==> config.mk <==
export PLATFORM = sky130hd
export DESIGN_NAME = dxl_xlate
export DESIGN_NICKNAME = d
export VERILOG_FILES = /design/src/rtl/dxl_pkg.sv /design/src/rtl/dxl_ctrl.sv /design/src/rtl/dxl_check.sv /design/src/rtl/dxl_addr_gen.sv /design/src/rtl/dxl_xlate.sv
export SDC_FILE = /design/constraint.sdc
export NUM_CORES = 1
export LEC_CHECK = 0
export BUFFER_PORTS_ARGS = -buffer_cell sky130_fd_sc_hd__buf_2
export CAP_MARGIN = 5
export CORE_ASPECT_RATIO = 2
export CORE_UTILIZATION = 53
export CTS_BUF_LIST = sky130_fd_sc_hd__clkbuf_4 sky130_fd_sc_hd__clkbuf_8
export DETAILED_ROUTE_END_ITERATION = 10
export GPL_TIMING_DRIVEN = 0
export PLACE_DENSITY = 0.86
export SYNTH_ARGS = -nofsm -noshare
export SYNTH_HDL_FRONTEND = slang
export SYNTH_SLANG_ARGS = --single-unit
export TNS_END_PERCENT = 30
==> constraint.sdc <==
create_clock -name clk -period 6.1 [get_ports clk]
set_input_delay 1.22 -clock clk [delete_from_list [all_inputs] [get_ports clk]]
set_output_delay 1.22 -clock clk [all_outputs]
set_load 0.02 [all_outputs]
==> src/rtl/dxl_pkg.sv <==
package dxl_pkg;

  // Flags word field positions (decoded by the fetch datapath)
  localparam int W0_ADJ_LSB = 20;
  localparam int W0_ADJ_W   = 12;
  localparam int W0_TGT_LSB = 16;
  localparam int W0_ACC_LSB = 14;
  localparam int W0_LIN_BIT = 13;

  // Page entry layout
  localparam int PG_SHIFT   = 12;
  localparam int FRAME_W    = 32 - PG_SHIFT;
  localparam int PTE_WR_BIT = 1;

  // Word indices inside a descriptor
  localparam int LIMIT_IDX  = 1;
  localparam int ENTRY_IDX  = 2;

  typedef enum logic [1:0] {
    ACC_RW   = 2'd0,
    ACC_RO   = 2'd1,
    ACC_WO   = 2'd2,
    ACC_NONE = 2'd3
  } acc_e;

  typedef enum logic [1:0] {
    FLT_NONE   = 2'd0,
    FLT_LIMIT  = 2'd1,
    FLT_ACCESS = 2'd2,
    FLT_RSVD   = 2'd3
  } flt_e;

  typedef enum logic [2:0] {
    ST_IDLE = 3'd0,
    ST_W0   = 3'd1,
    ST_W1   = 3'd2,
    ST_CHK  = 3'd3,
    ST_PG   = 3'd4,
    ST_RSP  = 3'd5
  } st_e;

endpackage

==> src/rtl/dxl_ctrl.sv <==
module dxl_ctrl
  import dxl_pkg::*;
(
  input  logic clk,
  input  logic rst_n,
  input  logic req_fire,
  input  logic chk_fault,
  output st_e  state
);

  st_e st_q, st_d;

  always_comb begin
    st_d = st_q;
    unique case (st_q)
      ST_IDLE: if (req_fire) st_d = ST_W0;
      ST_W0:   st_d = ST_W1;
      ST_W1:   st_d = ST_CHK;
      ST_CHK:  st_d = chk_fault ? ST_RSP : ST_PG;
      ST_PG:   st_d = ST_RSP;
      ST_RSP:  st_d = ST_IDLE;
      default: st_d = ST_IDLE;
    endcase
  end

  always_ff @(posedge clk or negedge rst_n) begin
    if (!rst_n) st_q <= ST_IDLE;
    else        st_q <= st_d;
  end

  assign state = st_q;

endmodule

==> src/rtl/dxl_check.sv <==
module dxl_check
  import dxl_pkg::*;
(
  input  acc_e        access,
  input  logic [31:0] limit,
  input  logic [31:0] offset,
  input  logic        is_write,
  input  logic        pte_wr,
  output flt_e        desc_flt,
  output logic        pte_flt
);

  // Limit overrun outranks any permission problem
  always_comb begin
    desc_flt = FLT_NONE;
    if (offset > limit) begin
      desc_flt = FLT_LIMIT;
    end else begin
      unique case (access)
        ACC_RO:   if (is_write)  desc_flt = FLT_ACCESS;
        ACC_WO:   if (!is_write) desc_flt = FLT_ACCESS;
        ACC_NONE: desc_flt = FLT_ACCESS;
        default:  desc_flt = FLT_NONE;
      endcase
    end
  end

  assign pte_flt = is_write && !pte_wr;

endmodule

==> src/rtl/dxl_addr_gen.sv <==
module dxl_addr_gen
  import dxl_pkg::*;
#(
  parameter int DA_W = 16
) (
  input  logic [W0_ADJ_W-1:0] adjust,
  input  logic [31:0]         offset,
  input  logic                linear,
  input  logic [DA_W-1:0]     base,
  input  logic [FRAME_W-1:0]  frame_pn,
  output logic [DA_W-1:0]     pte_addr,
  output logic [31:0]         phys
);

  logic [31:0]     eff;
  logic [31:0]     frame;
  logic [DA_W-1:0] pg_idx;

  assign eff    = offset + {{(32-W0_ADJ_W){1'b0}}, adjust};
  assign frame  = {frame_pn, {PG_SHIFT{1'b0}}};
  assign pg_idx = linear ? '0 : DA_W'(eff >> PG_SHIFT);

  assign pte_addr = base + DA_W'(ENTRY_IDX) + pg_idx;
  assign phys     = linear ? (frame + eff) : {frame_pn, eff[PG_SHIFT-1:0]};

endmodule

==> src/rtl/dxl_xlate.sv <==
module dxl_xlate
  import dxl_pkg::*;
#(
  parameter int DA_W = 16
) (
  input  logic            clk,
  input  logic            rst_n,
  input  logic            req_valid,
  output logic            req_ready,
  input  logic [DA_W-1:0] req_base,
  input  logic [31:0]     req_offset,
  input  logic            req_write,
  output logic            mem_rd_en,
  output logic [DA_W-1:0] mem_addr,
  input  logic [31:0]     mem_rdata,
  output logic            rsp_valid,
  output logic [31:0]     rsp_addr,
  output logic [1:0]      rsp_target,
  output logic [1:0]      rsp_fault
);

  st_e  state;
  logic req_fire, chk_fault;
  logic req_ld, w0_ld, res_ld;

  // request registers
  logic [DA_W-1:0]     base_q, base_d;
  logic [31:0]         ofs_q, ofs_d;
  logic                wr_q, wr_d;
  // flags word fields
  logic [W0_ADJ_W-1:0] adj_q, adj_d;
  logic [1:0]          tgt_q, tgt_d;
  acc_e                acc_q, acc_d;
  logic                lin_q, lin_d;
  // result registers
  logic [31:0]         res_addr_q, res_addr_d;
  logic [1:0]          res_tgt_q, res_tgt_d;
  flt_e                res_flt_q, res_flt_d;

  flt_e                desc_flt;
  logic                pte_flt;
  logic [DA_W-1:0]     pte_addr;
  logic [31:0]         phys;

  assign req_fire  = req_valid && (state == ST_IDLE);
  assign chk_fault = (desc_flt != FLT_NONE);

  dxl_ctrl u_ctrl (
    .clk       (clk),
    .rst_n     (rst_n),
    .req_fire  (req_fire),
    .chk_fault (chk_fault),
    .state     (state)
  );

  // Limit word and page entry both arrive on mem_rdata in their own states
  dxl_check u_check (
    .access   (acc_q),
    .limit    (mem_rdata),
    .offset   (ofs_q),
    .is_write (wr_q),
    .pte_wr   (mem_rdata[PTE_WR_BIT]),
    .desc_flt (desc_flt),
    .pte_flt  (pte_flt)
  );

  dxl_addr_gen #(.DA_W(DA_W)) u_agen (
    .adjust   (adj_q),
    .offset   (ofs_q),
    .linear   (lin_q),
    .base     (base_q),
    .frame_pn (mem_rdata[31:PG_SHIFT]),
    .pte_addr (pte_addr),
    .phys     (phys)
  );

  // Clock enables
  assign req_ld = req_fire;
  assign w0_ld  = (state == ST_W1);
  assign res_ld = ((state == ST_CHK) && chk_fault) || (state == ST_PG);

  // Next-state values
  always_comb begin
    base_d = req_base;
    ofs_d  = req_offset;
    wr_d   = req_write;
    adj_d  = mem_rdata[W0_ADJ_LSB +: W0_ADJ_W];
    tgt_d  = mem_rdata[W0_TGT_LSB +: 2];
    acc_d  = acc_e'(mem_rdata[W0_ACC_LSB +: 2]);
    lin_d  = mem_rdata[W0_LIN_BIT];
  end

  always_comb begin
    res_tgt_d  = tgt_q;
    res_addr_d = '0;
    res_flt_d  = desc_flt;
    if (state == ST_PG) begin
      if (pte_flt) begin
        res_flt_d = FLT_ACCESS;
      end else begin
        res_flt_d  = FLT_NONE;
        res_addr_d = phys;
      end
    end
  end

  // Descriptor RAM port
  always_comb begin
    mem_rd_en = 1'b0;
    mem_addr  = base_q;
    unique case (state)
      ST_W0:  mem_rd_en = 1'b1;
      ST_W1: begin
        mem_rd_en = 1'b1;
        mem_addr  = base_q + DA_W'(LIMIT_IDX);
      end
      ST_CHK: begin
        mem_rd_en = !chk_fault;
        mem_addr  = pte_addr;
      end
      default: mem_rd_en = 1'b0;
    endcase
  end

  // Registers
  always_ff @(posedge clk or negedge rst_n) begin
    if (!rst_n) begin
      base_q <= '0;
      ofs_q  <= '0;
      wr_q   <= 1'b0;
    end else if (req_ld) begin
      base_q <= base_d;
      ofs_q  <= ofs_d;
      wr_q   <= wr_d;
    end
  end

  always_ff @(posedge clk or negedge rst_n) begin
    if (!rst_n) begin
      adj_q <= '0;
      tgt_q <= '0;
      acc_q <= ACC_RW;
      lin_q <= 1'b0;
    end else if (w0_ld) begin
      adj_q <= adj_d;
      tgt_q <= tgt_d;
      acc_q <= acc_d;
      lin_q <= lin_d;
    end
  end

  always_ff @(posedge clk or negedge rst_n) begin
    if (!rst_n) begin
      res_addr_q <= '0;
      res_tgt_q  <= '0;
      res_flt_q  <= FLT_NONE;
    end else if (res_ld) begin
      res_addr_q <= res_addr_d;
      res_tgt_q  <= res_tgt_d;
      res_flt_q  <= res_flt_d;
    end
  end

  assign req_ready  = (state == ST_IDLE);
  assign rsp_valid  = (state == ST_RSP);
  assign rsp_addr   = res_addr_q;
  assign rsp_target = res_tgt_q;
  assign rsp_fault  = res_flt_q;

endmodule

[Word-level counts from Yosys, hierarchy flattened]
Index checks and enable logic that the tools add are counted.
Storage, ports and cells
  output and inout port bits: 55
  logic and storage cells: 50
  input bits: 84
  register bits after elaboration: 105
Operators by class
  order comparisons: 1
  reductions and logical operators: 9
  add/sub/neg operators: 5
  equality and inequality tests: 9
  multiplexer cells: 15
Operators with widths (number)
  2-to-1 mux 32 bit: 3
  adder 32 x 12 -> 32 bit: 1
  adder 32 bit: 1
  > comparator 32 bit: 1
  one-hot mux 16 bit (2 select lines): 1
  adder 16 x 1 -> 16 bit (second input constant): 1
  adder 16 bit: 1
  adder 16 x 2 -> 16 bit (second input constant): 1
  2-to-1 mux 16 bit: 1
  one-hot mux 3 bit (5 select lines): 1
  2-to-1 mux 2 bit: 5
  == test 3 x 2 -> 1 bit (second input constant): 2
  == test 3 bit (second input constant): 2
  one-hot mux 2 bit (3 select lines): 1
  == test 2 bit (second input constant): 2
  == test 3 x 1 -> 1 bit (second input constant): 1
  logical AND 1 bit: 3
  logical NOT 3 bit: 1
  2-to-1 mux 3 bit: 1
  == test 2 x 1 -> 1 bit (second input constant): 1
  logical NOT 1 bit: 2
  inequality test 2 x 1 -> 1 bit (second input constant): 1
  one-hot mux 1 bit (2 select lines): 1
  nonzero test 2 bit: 1
  3 further kinds: 3

[Depth between registers and ports, before layout]
Gate-level depths: netlist of the first run.
  depth after elaboration: 6
  mapped depth: 22
  mapped depth without buffers: 22

[By module]
From an unflattened synthesis of the first run, not the netlist that was laid out.
Second synthesis, totals
  cell total of the unflattened synthesis: 897
  area, all modules: 8597.0 µm²
By module, submodules not included
  dxl_xlate: area each 4366.7 µm², sequential area each 2552.4 µm², cells each 334, instances 1
  dxl_addr_gen: area each 3248.1 µm², sequential area each 0.0 µm², cells each 430, instances 1
  dxl_check: area each 849.6 µm², sequential area each 0.0 µm², cells each 121, instances 1
  dxl_ctrl: area each 132.6 µm², sequential area each 75.1 µm², cells each 12, instances 1

[Least setup slack after synthesis of the first run]
Ideal clock, no wire load.
  path kind: reg2out
  start: reg ofs_q[0]
  end: out mem_addr[15]
  path buffers: 0
  setup slack: -236 ps
  arrival time: 5116 ps
  required time: 4880 ps
  stages on the path, launching flop included: 23
  cell sequence: dfrtp_1 > ha_1 > fa_1 > a21o_1 > a21oi_1 > o21bai_1 > a21o_1 > a211oi_1 > o31a_1 > nor2_1 > xor2_1 > nor2b_1 > ha_1 > fa_1 > a21o_1 > a22o_1 > or4_1 > nand3_1 > a31oi_1 > a31oi_1 > xnor2_1 > a21oi_2 > xnor2_1
On the way
  longest elaborated chain between the ends: 4
RTL lines
  from (decl): RTL line dxl_xlate.sv:28  | logic [31:0] ofs_q, ofs_d;
  from (signal assigned): RTL line dxl_xlate.sv:133  | ofs_q <= ofs_d;
  adder 32 x 12 -> 32 bit: RTL line dxl_addr_gen.sv:19  | assign eff = offset + {{(32-W0_ADJ_W){1'b0}}, adjust};
  2-to-1 mux 16 bit: RTL line dxl_addr_gen.sv:21  | assign pg_idx = linear ? '0 : DA_W'(eff >> PG_SHIFT);
  adder 16 bit: RTL line dxl_addr_gen.sv:23  | assign pte_addr = base + DA_W'(ENTRY_IDX) + pg_idx;
  one-hot mux 16 bit (2 select lines): RTL line dxl_xlate.sv:111  | unique case (state)
  to (decl): RTL line dxl_xlate.sv:14  | output logic [DA_W-1:0] mem_addr,
Every way passes these cells.

[Worst setup path in the final report of the first run]
  start: reg adj_q[0]
  end: out mem_addr[15]
On the way
  longest elaborated chain between the ends: 4
RTL lines
  from (decl): RTL line dxl_xlate.sv:31  | logic [W0_ADJ_W-1:0] adj_q, adj_d;
  from (signal assigned): RTL line dxl_xlate.sv:145  | adj_q <= adj_d;
  adder 32 x 12 -> 32 bit: RTL line dxl_addr_gen.sv:19
  2-to-1 mux 16 bit: RTL line dxl_addr_gen.sv:21
  adder 16 bit: RTL line dxl_addr_gen.sv:23
  one-hot mux 16 bit (2 select lines): RTL line dxl_xlate.sv:111
Every way passes these cells.

==> summary.txt, run 1 <==
Status = complete, but fails checks
Failing checks = negative setup slack
Max Clock Skew = 0.0180 ns
Reg clk slew, reported paths = 0.11 ns
Synthesized net count = 1,027
RSZ-0062 raised after global routing = true
Layout cell share with drive strength beyond 1 = 27.4%
IO Count = 139
CTS max path bufs = 2
Std cell rows = 63
Chip Width = 89.2 µm
DRT iter0 DRCs = 463
Power Total = 6.60 mW
Initial antenna violation count = 0
Leak Pwr = 4.71 nW
DP Wirelength = 19,300 µm
Total die area = 15,700 µm²
Core area = 14,800 µm²
Multi-input logic area = 5350 µm²
Post-route setup TNS = -2.44 ns
CP Data Arrival Time = 5.45 ns
Setup WS pre-CTS = -0.745 ns
Period utilisation layout = 109%
CP endpoint kind = primary output
RD Place Congestion = 0.961
Worst Max-Slew Pin Slew = 1.03 ns
Synth warn = 0
Initial core utilization = 54.4%
CTS tree = built
FF+latch count, synth = 105
Number of flops mapped to enable cells by yosys = 0
PD cells = 684 nW/µm²
Remaining global-route overflow = 0
Vias in the first global route = 7,705
Final Hold Fails = 0
Synth async-reset ratio = 100%
Final #Nets = 1,199
Die height = 176 µm
Final Util = 65.1%
Max Transition Viols Final = 0
Crit Path Class = reg2out
Final Hold Slack = 0.481 ns
GRT Total Usage = 33.1%
Ant. Diodes = 0
Synthesized cell area = 8070 µm²
Slew HR = 31.2%
Fillers = 1,268
CTS root buf = clkbuf_8
Via count = 7,522
Post-route insts no fill = 1,219
H-Tree Depth = 3
Setup crit start = adj_q[0]$_DFFE_PN0P_
Routed length per placed instance = 20.5 µm
CP Max Fanout = 4
Hold Path Class = reg2reg
Worst R2R Start = adj_q[0]$_DFFE_PN0P_
Worst path cell trace = ha_4, fa_2, a21o_1, a21oi_2, o21bai_1, a21o_1, a211oi_2, o31a_2, buf_6, xnor2_4, nor2b_4, ha_4, ha_4, fa_2, a21o_1, a22o_1, or4_4, nand3_4, a31oi_4, a31oi_1, xnor2_1, a21oi_2, xnor2_2, buf_4
Min Tclk post-route = 6.67 ns
Clock sinks = 105
Final wirelength = 25,000 µm
Final Instance Area = 9650 µm²
Worst skew pair latency = 0.40 ns
Final WS setup = -0.567 ns
Register area = 2630 µm²
Worst EP required = 4.88 ns
Synth Instances = 847
Vias/cell = 6.17
Worst setup path end = mem_addr[15]
Max Cap Viol = 0
Largest stage delay on the critical path = 0.46 ns
Mean area per synthesized cell = 9.52 µm²
Register area share after synthesis = 32.6%
# setup viols final = 8
Detail Route Antenna Nets = 0
Reg2reg setup slack = 0.76 ns
Area after DPL = 9050 µm²
DRT Pass-1 Iters = 5
PortBufs = 138
Worst Setup Start Kind = flop
Largest net degree at the start of global routing = 62
Critical R2R Capture = rsp_addr[28]$_DFFE_PN0P_
Netlist cell types = 61
Area Growth Syn to Fin = 19.6%
Top_reg_cell synth = dfrtp_1
FF-to-FF path depth = 22
First-pass GRT wire length = 38,500 µm
VDD IR-drop max = 0.000266 V
# DRC = 0
Fmax = 150 MHz
Worst path slowest cell = or4_4
# hold bufs at CTS = 0
Placed instance count = 1,181
Total CTS buffers = 9
area by class of cell:
cell class                      count  share of cell area, %
Timing Repair Buffer              161                   9.50
Buffer                             26                   1.02
Clock buffer                       10                   1.43
Multi-Input combinational cell    661                   55.4
Clock inverter                      6                  0.752
Tap cell                          195                   2.53
Inverter                           55                   2.14
Sequential cell                   105                   27.2
cell families after synthesis:
kind of cell	synth area share (%)
xor+xnor	6.73
mux	10.3
simple gates	13.4
buf+inv	3.78
compound gates	18.0
flops	32.6
fa+ha+maj	15.2
cells in the final DEF, fill, tap and decap left out, drive strengths merged, types with 5 or more instances in the layout:
| master | instances |
|---|---|
| a211oi | 8 |
| a21o | 30 |
| a21oi | 49 |
| a221o | 10 |
| a22o | 16 |
| a31oi | 7 |
| and2 | 5 |
| and3 | 10 |
| buf | 165 |
| clkbuf | 32 |
| dfrtp | 105 |
| ha | 93 |
| inv | 58 |
| mux2 | 66 |
| mux2i | 9 |
| nand2 | 40 |
| nand3 | 14 |
| nand4 | 18 |
| nor2 | 70 |
| nor2b | 20 |
| nor3 | 18 |
| o211ai | 5 |
| o21a | 8 |
| o21ai | 34 |
| o21bai | 7 |
| o22ai | 6 |
| o2bb2ai | 8 |
| or3 | 5 |
| xnor2 | 41 |
| xor2 | 21 |
registers in the layout, indices dropped and copies added (netlist names), 3 cells and up:
name          count
base_q           16
adj_q            12
rsp_addr         32
ofs_q            32
u_ctrl.state      3
per-layer routing:
layer / vias up / track usage [%] / wire, µm
li1: 3425 / - / -
met1: 3606 / 33.0 / 8410
met2: 342 / 58.1 / 13000
met3: 149 / 5.19 / 1270
met4: 0 / 27.1 / 2250
met5: - / 0 / 0
cell usage after synthesis (6+ instances only):
master | n | area share [%]
nor2_1 | 69 | 3.2
o21ai_0 | 33 | 2.0
nor2b_1 | 20 | 1.6
dfrtp_1 | 105 | 33
xor2_1 | 21 | 2.3
nand4_1 | 17 | 1.3
ha_1 | 93 | 14
nor3_1 | 18 | 1.1
inv_1 | 55 | 2.6
o22ai_1 | 6 | 0.47
a21o_1 | 30 | 2.8
and3_1 | 9 | 0.70
o21bai_1 | 7 | 0.65
a31oi_1 | 7 | 0.54
a211oi_1 | 7 | 0.65
o21a_1 | 8 | 0.74
nand2_1 | 40 | 1.9
nand3_1 | 14 | 0.87
xnor2_1 | 41 | 4.5
clkbuf_1 | 21 | 0.98
a221o_1 | 10 | 1.2
o2bb2ai_1 | 8 | 0.87
a21oi_1 | 48 | 3.0
a22o_1 | 16 | 1.7
mux2_2 | 66 | 9.2
mux2i_1 | 9 | 1.1
critical path, delay by kind of cell (launching register included):
family	cells	cell delay [ns]
xor+xnor	3	0.40
flops	1	0.44
simple gates	3	0.72
fa+ha+maj	5	1.26
buf+inv	2	0.28
compound gates	11	1.96
what timing repair did:
item                       CTS  global route
setup endpoints to repair   12            11
pin swaps                   32            25
setup buffers               18             4
gates resized for setup     32            15
how the worst min path moves through the flow:
stage | startpoint | to | cells after the start
3_5_place_dp | rsp_addr[19]$_DFFE_PN0P_ | rsp_addr[19]$_DFFE_PN0P_ | 1
4_1_cts | rsp_addr[19]$_DFFE_PN0P_ | rsp_addr[19]$_DFFE_PN0P_ | 1
2_1_floorplan | acc_q[0]$_DFFE_PN0P_ | acc_q[0]$_DFFE_PN0P_ | 1
5_1_grt | rsp_addr[19]$_DFFE_PN0P_ | rsp_addr[19]$_DFFE_PN0P_ | 1
3_3_place_gp | rsp_addr[19]$_DFFE_PN0P_ | rsp_addr[19]$_DFFE_PN0P_ | 1
6_report | rsp_addr[19]$_DFFE_PN0P_ | rsp_addr[19]$_DFFE_PN0P_ | 1
where the power goes:
part / switching [mW] / leakage, nW / internal, mW
Sequential: 0.382 / 1.29 / 1.04
Combinational: 2.59 / 3.31 / 2.12
Clock: 0.269 / 0.104 / 0.206
(Power assumes the default switching activity.)
==> inputs of run 2 (changes only) <==
CORE_UTILIZATION = 54   (was 53)
PLACE_DENSITY = 0.87   (was 0.86)
SYNTH_HIERARCHICAL = 1   (was default)
==> run 2 against run 1 <==
  * Cell area up 6.0%
  * The run still ends with negative setup slack left
  * Largest cell class unchanged
  * Clock power is 6.9% lower
  * First-iteration DRC count grew 36%
  * Worst hold slack better by 0.031 ns
  * Die area rose by 4.5%
==> summary.txt, run 2 <==
Final Instance Area = 10,200 µm² (+6.0%)
Synth area leaders = dfrtp_1 (31%), ha_1 (14%), mux2_2 (11%), a22o_1 (3.4%), a21oi_1 (3.3%)
Cell type with the largest total area after synthesis = dfrtp_1
H-Tree Depth = 3 (unchanged)
Met2 Use GR = 60.3% (+2.2 points)
Initial antenna violation count = 1 (+1)
Sw Pwr = 3.47 mW (+7.1%)
Worst Setup Start Kind = flop
CP Max Fanout = 3 (-1)
Sequential power share = 20.6% (-0.9 points)
# setup viols final = 9 (+1)
Post-synthesis simple-gate area fraction = 14.0% (+0.60 points)
Slew HR = 46.7% (+16 points)
Final Hold Slack = 0.512 ns (+0.0312 ns)
Synth Instances = 897 (+5.9%)
Crit Path Class = reg2out
Most instantiated cells after synthesis = dfrtp_1 (105), ha_1 (93), mux2_2 (86)
Largest family of logic cells by synthesized area = compound AO/OA/AOI/OAI gates
Layout cell share with drive strength beyond 1 = 30.9% (+3.4 points)
Detail Route Antenna Nets = 0 (unchanged)
VDD IR-drop max = 0.000410 V (+54%)
Std cell rows = 64 (+1.6%)
Remaining global-route overflow = 0 (unchanged)
Multi-input logic area = 5860 µm² (+9.6%)
Fillers = 1,183 (-6.7%)
Post-synthesis mux area share = 12.0% (+1.6 points)
Clock sinks = 105 (unchanged)
Setup crit start = ofs_q[0]$_DFFE_PN0P_
Mean area per synthesized cell = 9.58 µm² (+0.64%)
IO Count = 139 (unchanged)
Final Hold Fails = 0 (unchanged)
Part of the power in the clock network = 6.4% (-0.8 points)
Setup WS pre-CTS = -0.763 ns (-0.0179 ns)
Area after DPL = 9570 µm² (+5.7%)
Worst setup path end = mem_addr[14]
Register area = 2630 µm² (unchanged)
GRT Total Usage = 32.2% (-0.87 points)
# hold bufs at CTS = 0 (unchanged)
Max Cap Viol = 0 (unchanged)
Chip Width = 91.2 µm (+2.2%)
Vias in the first global route = 8,315 (+7.9%)
Share of total power in combinational logic = 73.0% (+1.7 points)
Leak Pwr = 4.95 nW (+5.3%)
Total CTS buffers = 9 (unchanged)
# DRC = 0 (unchanged)
Met1 usage = 31.1% (-1.9 points)
Synthesized net count = 1,077 (+4.9%)
Number of flops mapped to enable cells by yosys = 0 (unchanged)
Reg clk slew, reported paths = 0.11 ns (about the same)
RSZ-0062 raised after global routing = true
Most frequent cells in the layout = buf_2 (143), dfrtp_1 (105), ha_1 (86), mux2_2 (85), nand2_1 (59)
Initial core utilization = 55.6% (+1.2 points)
Most numerous cell in the Yosys netlist = dfrtp_1
DRT iter0 DRCs = 628 (+36%)
Share of the synthesized area in the top cell type = 30.6% (-2.0 points)
Synth Area in XOR/XNOR = 5.50% (-1.2 points)
Via count = 8,224 (+9.3%)
Area Growth Syn to Fin = 19.0%
Register area share after synthesis = 30.6% (-2.0 points)
Period utilisation layout = 110% (+0.69 points)
Min Tclk post-route = 6.71 ns (+0.0422 ns)
Fmax = 149 MHz (-0.63%)
Routed length per placed instance = 20.7 µm (+1.3%)
Netlist cell types = 81 (+33%)
Total die area = 16,500 µm² (+4.5%)
CP Data Arrival Time = 5.49 ns (+0.04 ns)
Synthesized cell area = 8600 µm² (+6.6%)
Synth warn = 6 (+6)
Worst Max-Slew Pin Slew = 0.799 ns (-0.230 ns)
Sw frac = 49.8% (+0.68 points)
Worst skew pair latency = 0.39 ns (about the same)
Synth async-reset ratio = 100% (unchanged)
Post-route insts no fill = 1,278 (+4.8%)
Placed instance count = 1,234 (+4.5%)
Die height = 180 µm (+2.2%)
CTS max path bufs = 2 (unchanged)
Final #Nets = 1,254 (+4.6%)
Hold Path Class = reg2reg
Leading cell type in the layout, fill and taps excluded = buf_2
RD Place Congestion = 0.992 (+3.2%)
CTS root buf = clkbuf_8
DRT Pass-1 Iters = 6 (+1)
Max Transition Viols Final = 0 (unchanged)
Max Clock Skew = 0.0135 ns (-0.00453 ns)
Status = complete, but fails checks
Top_reg_cell synth = dfrtp_1
FF+latch count, synth = 105 (unchanged)
First-pass GRT wire length = 41,300 µm (+7.3%)
Internal power = 3.50 mW (+4.2%)
Largest net degree at the start of global routing = 60 (-3.2%)
Worst EP required = 4.88 ns (about the same)
PD cells = 681 nW/µm² (-0.39%)
Synthesized-area fraction occupied by adder cells = 14.2% (-0.94 points)
CP endpoint kind = primary output
PortBufs = 138 (unchanged)
FF-to-FF path depth = 21 (-4.5%)
Reg2reg setup slack = 1.04 ns (+0.28 ns)
Final WS setup = -0.609 ns (-0.0422 ns)
Met3 Use GR = 4.89% (-0.29 points)
Compound-gate portion of the synthesized area = 19.7% (+1.7 points)
Final wirelength = 26,500 µm (+6.2%)
Vias/cell = 6.44 (+4.3%)
CTS tree = built
Failing checks = negative setup slack
Worst R2R Start = ofs_q[0]$_DFFE_PN0P_
Core area = 15,500 µm² (+4.3%)
Critical R2R Capture = rsp_addr[26]$_DFFE_PN0P_
Gr busiest metal = met2
DP Wirelength = 19,800 µm (+2.2%)
## run 2: changes by cell type after synthesis, sizes merged, moves of 9 or more
| cell | previous run | this run |
|---|---|---|
| xnor2 | 41 | 32 |
| nand3 | 14 | 24 |
| buf | 4 | 16 |
| mux2 | 66 | 87 |
| nand2 | 40 | 59 |
| nor2 | 70 | 41 |
| a21oi | 49 | 58 |
| a22o | 16 | 33 |
## run 2: power groups by stage
stage | Sequential [mW] | Combinational (mW) | Clock, mW
2_1_floorplan | 1.41 | 3.27 | 0
3_3_place_gp | 1.41 | 4.27 | 0
3_5_place_dp | 1.43 | 4.39 | 0
4_1_cts | 1.42 | 4.80 | 0.448
5_1_grt | 1.49 | 5.45 | 0.477
6_report | 1.44 | 5.09 | 0.443
## run 2: how the worst min path moves through the flow
stage / depth (start not counted) / startpoint / endpoint / slack, ns
floorplan: 1 / acc_q[0]$_DFFE_PN0P_ / acc_q[0]$_DFFE_PN0P_ / 0.47
global placement: 1 / rsp_addr[1]$_DFFE_PN0P_ / rsp_addr[1]$_DFFE_PN0P_ / 0.48
detailed placement: 1 / rsp_addr[9]$_DFFE_PN0P_ / rsp_addr[9]$_DFFE_PN0P_ / 0.49
CTS: 1 / rsp_addr[13]$_DFFE_PN0P_ / rsp_addr[13]$_DFFE_PN0P_ / 0.51
global route: 1 / rsp_addr[2]$_DFFE_PN0P_ / rsp_addr[2]$_DFFE_PN0P_ / 0.52
finish: 1 / rsp_addr[6]$_DFFE_PN0P_ / rsp_addr[6]$_DFFE_PN0P_ / 0.51
## run 2: metrics by stage
| stage | power (mW) | util (%) | setup TNS (ns) |
|---|---|---|---|
| 3_5_place_dp | 5.82 | 61.9 | -3.95 |
| 6_report | 6.97 | 66.2 | -3.41 |
| 5_1_grt | 7.41 | 66.2 | -5.06 |
| 2_1_floorplan | 4.69 | - | 0 |
| 3_3_place_gp | 5.68 | 61.7 | -3.53 |
| 4_1_cts | 6.67 | 65.7 | -1.77 |
## run 2: kinds of logic after synthesis
kind of cell,Yosys count
AND/OR/NAND/NOR,228
AO/OA/AOI/OAI,236
buffers and inverters,86
adder cells (fa/ha/maj),96
multiplexers,92
XOR/XNOR,54
flip-flops,105
## run 2: critical path, cell delays in order (launching register included)
cell,delay [ns]
dfrtp_1,0.38
ha_2,0.20
inv_2,0.04
fa_2,0.34
nor2b_1,0.13
o21a_1,0.19
o21ai_2,0.10
a21oi_2,0.23
o211ai_1,0.22
buf_4,0.22
a21oi_4,0.16
mux2_4,0.34
ha_4,0.23
ha_1,0.28
a21o_1,0.18
a21o_1,0.19
a2111oi_4,0.44
o311ai_2,0.18
o21ai_1,0.22
o21ai_1,0.12
xor2_1,0.15
nand3_1,0.09
nand2_1,0.06
a311o_1,0.29
buf_6,0.14
## run 2: layout make-up
type	count	area share [%]
clock buffers	11	1.48
plain buffers	32	1.38
well taps	198	2.42
inverters	54	1.98
multi-input cells	706	57.3
clock inverters	5	0.453
diodes	1	0.0245
repair buffers	166	9.27
flip-flops and latches	105	25.7
## run 2: what timing repair did
item,CTS,global route
gates resized for setup,43,10
cloned,0,0
setup buffers,23,4
pin swaps,28,13
endpoints found under the setup margin,10,10
hold endpoints to repair,0,0
## run 2: routing by layer
layer	vias to the layer above	wire length, µm
li1	3683	-
met1	3876	8740
met2	491	14100
met3	174	1530
met4	0	2170
met5	-	0
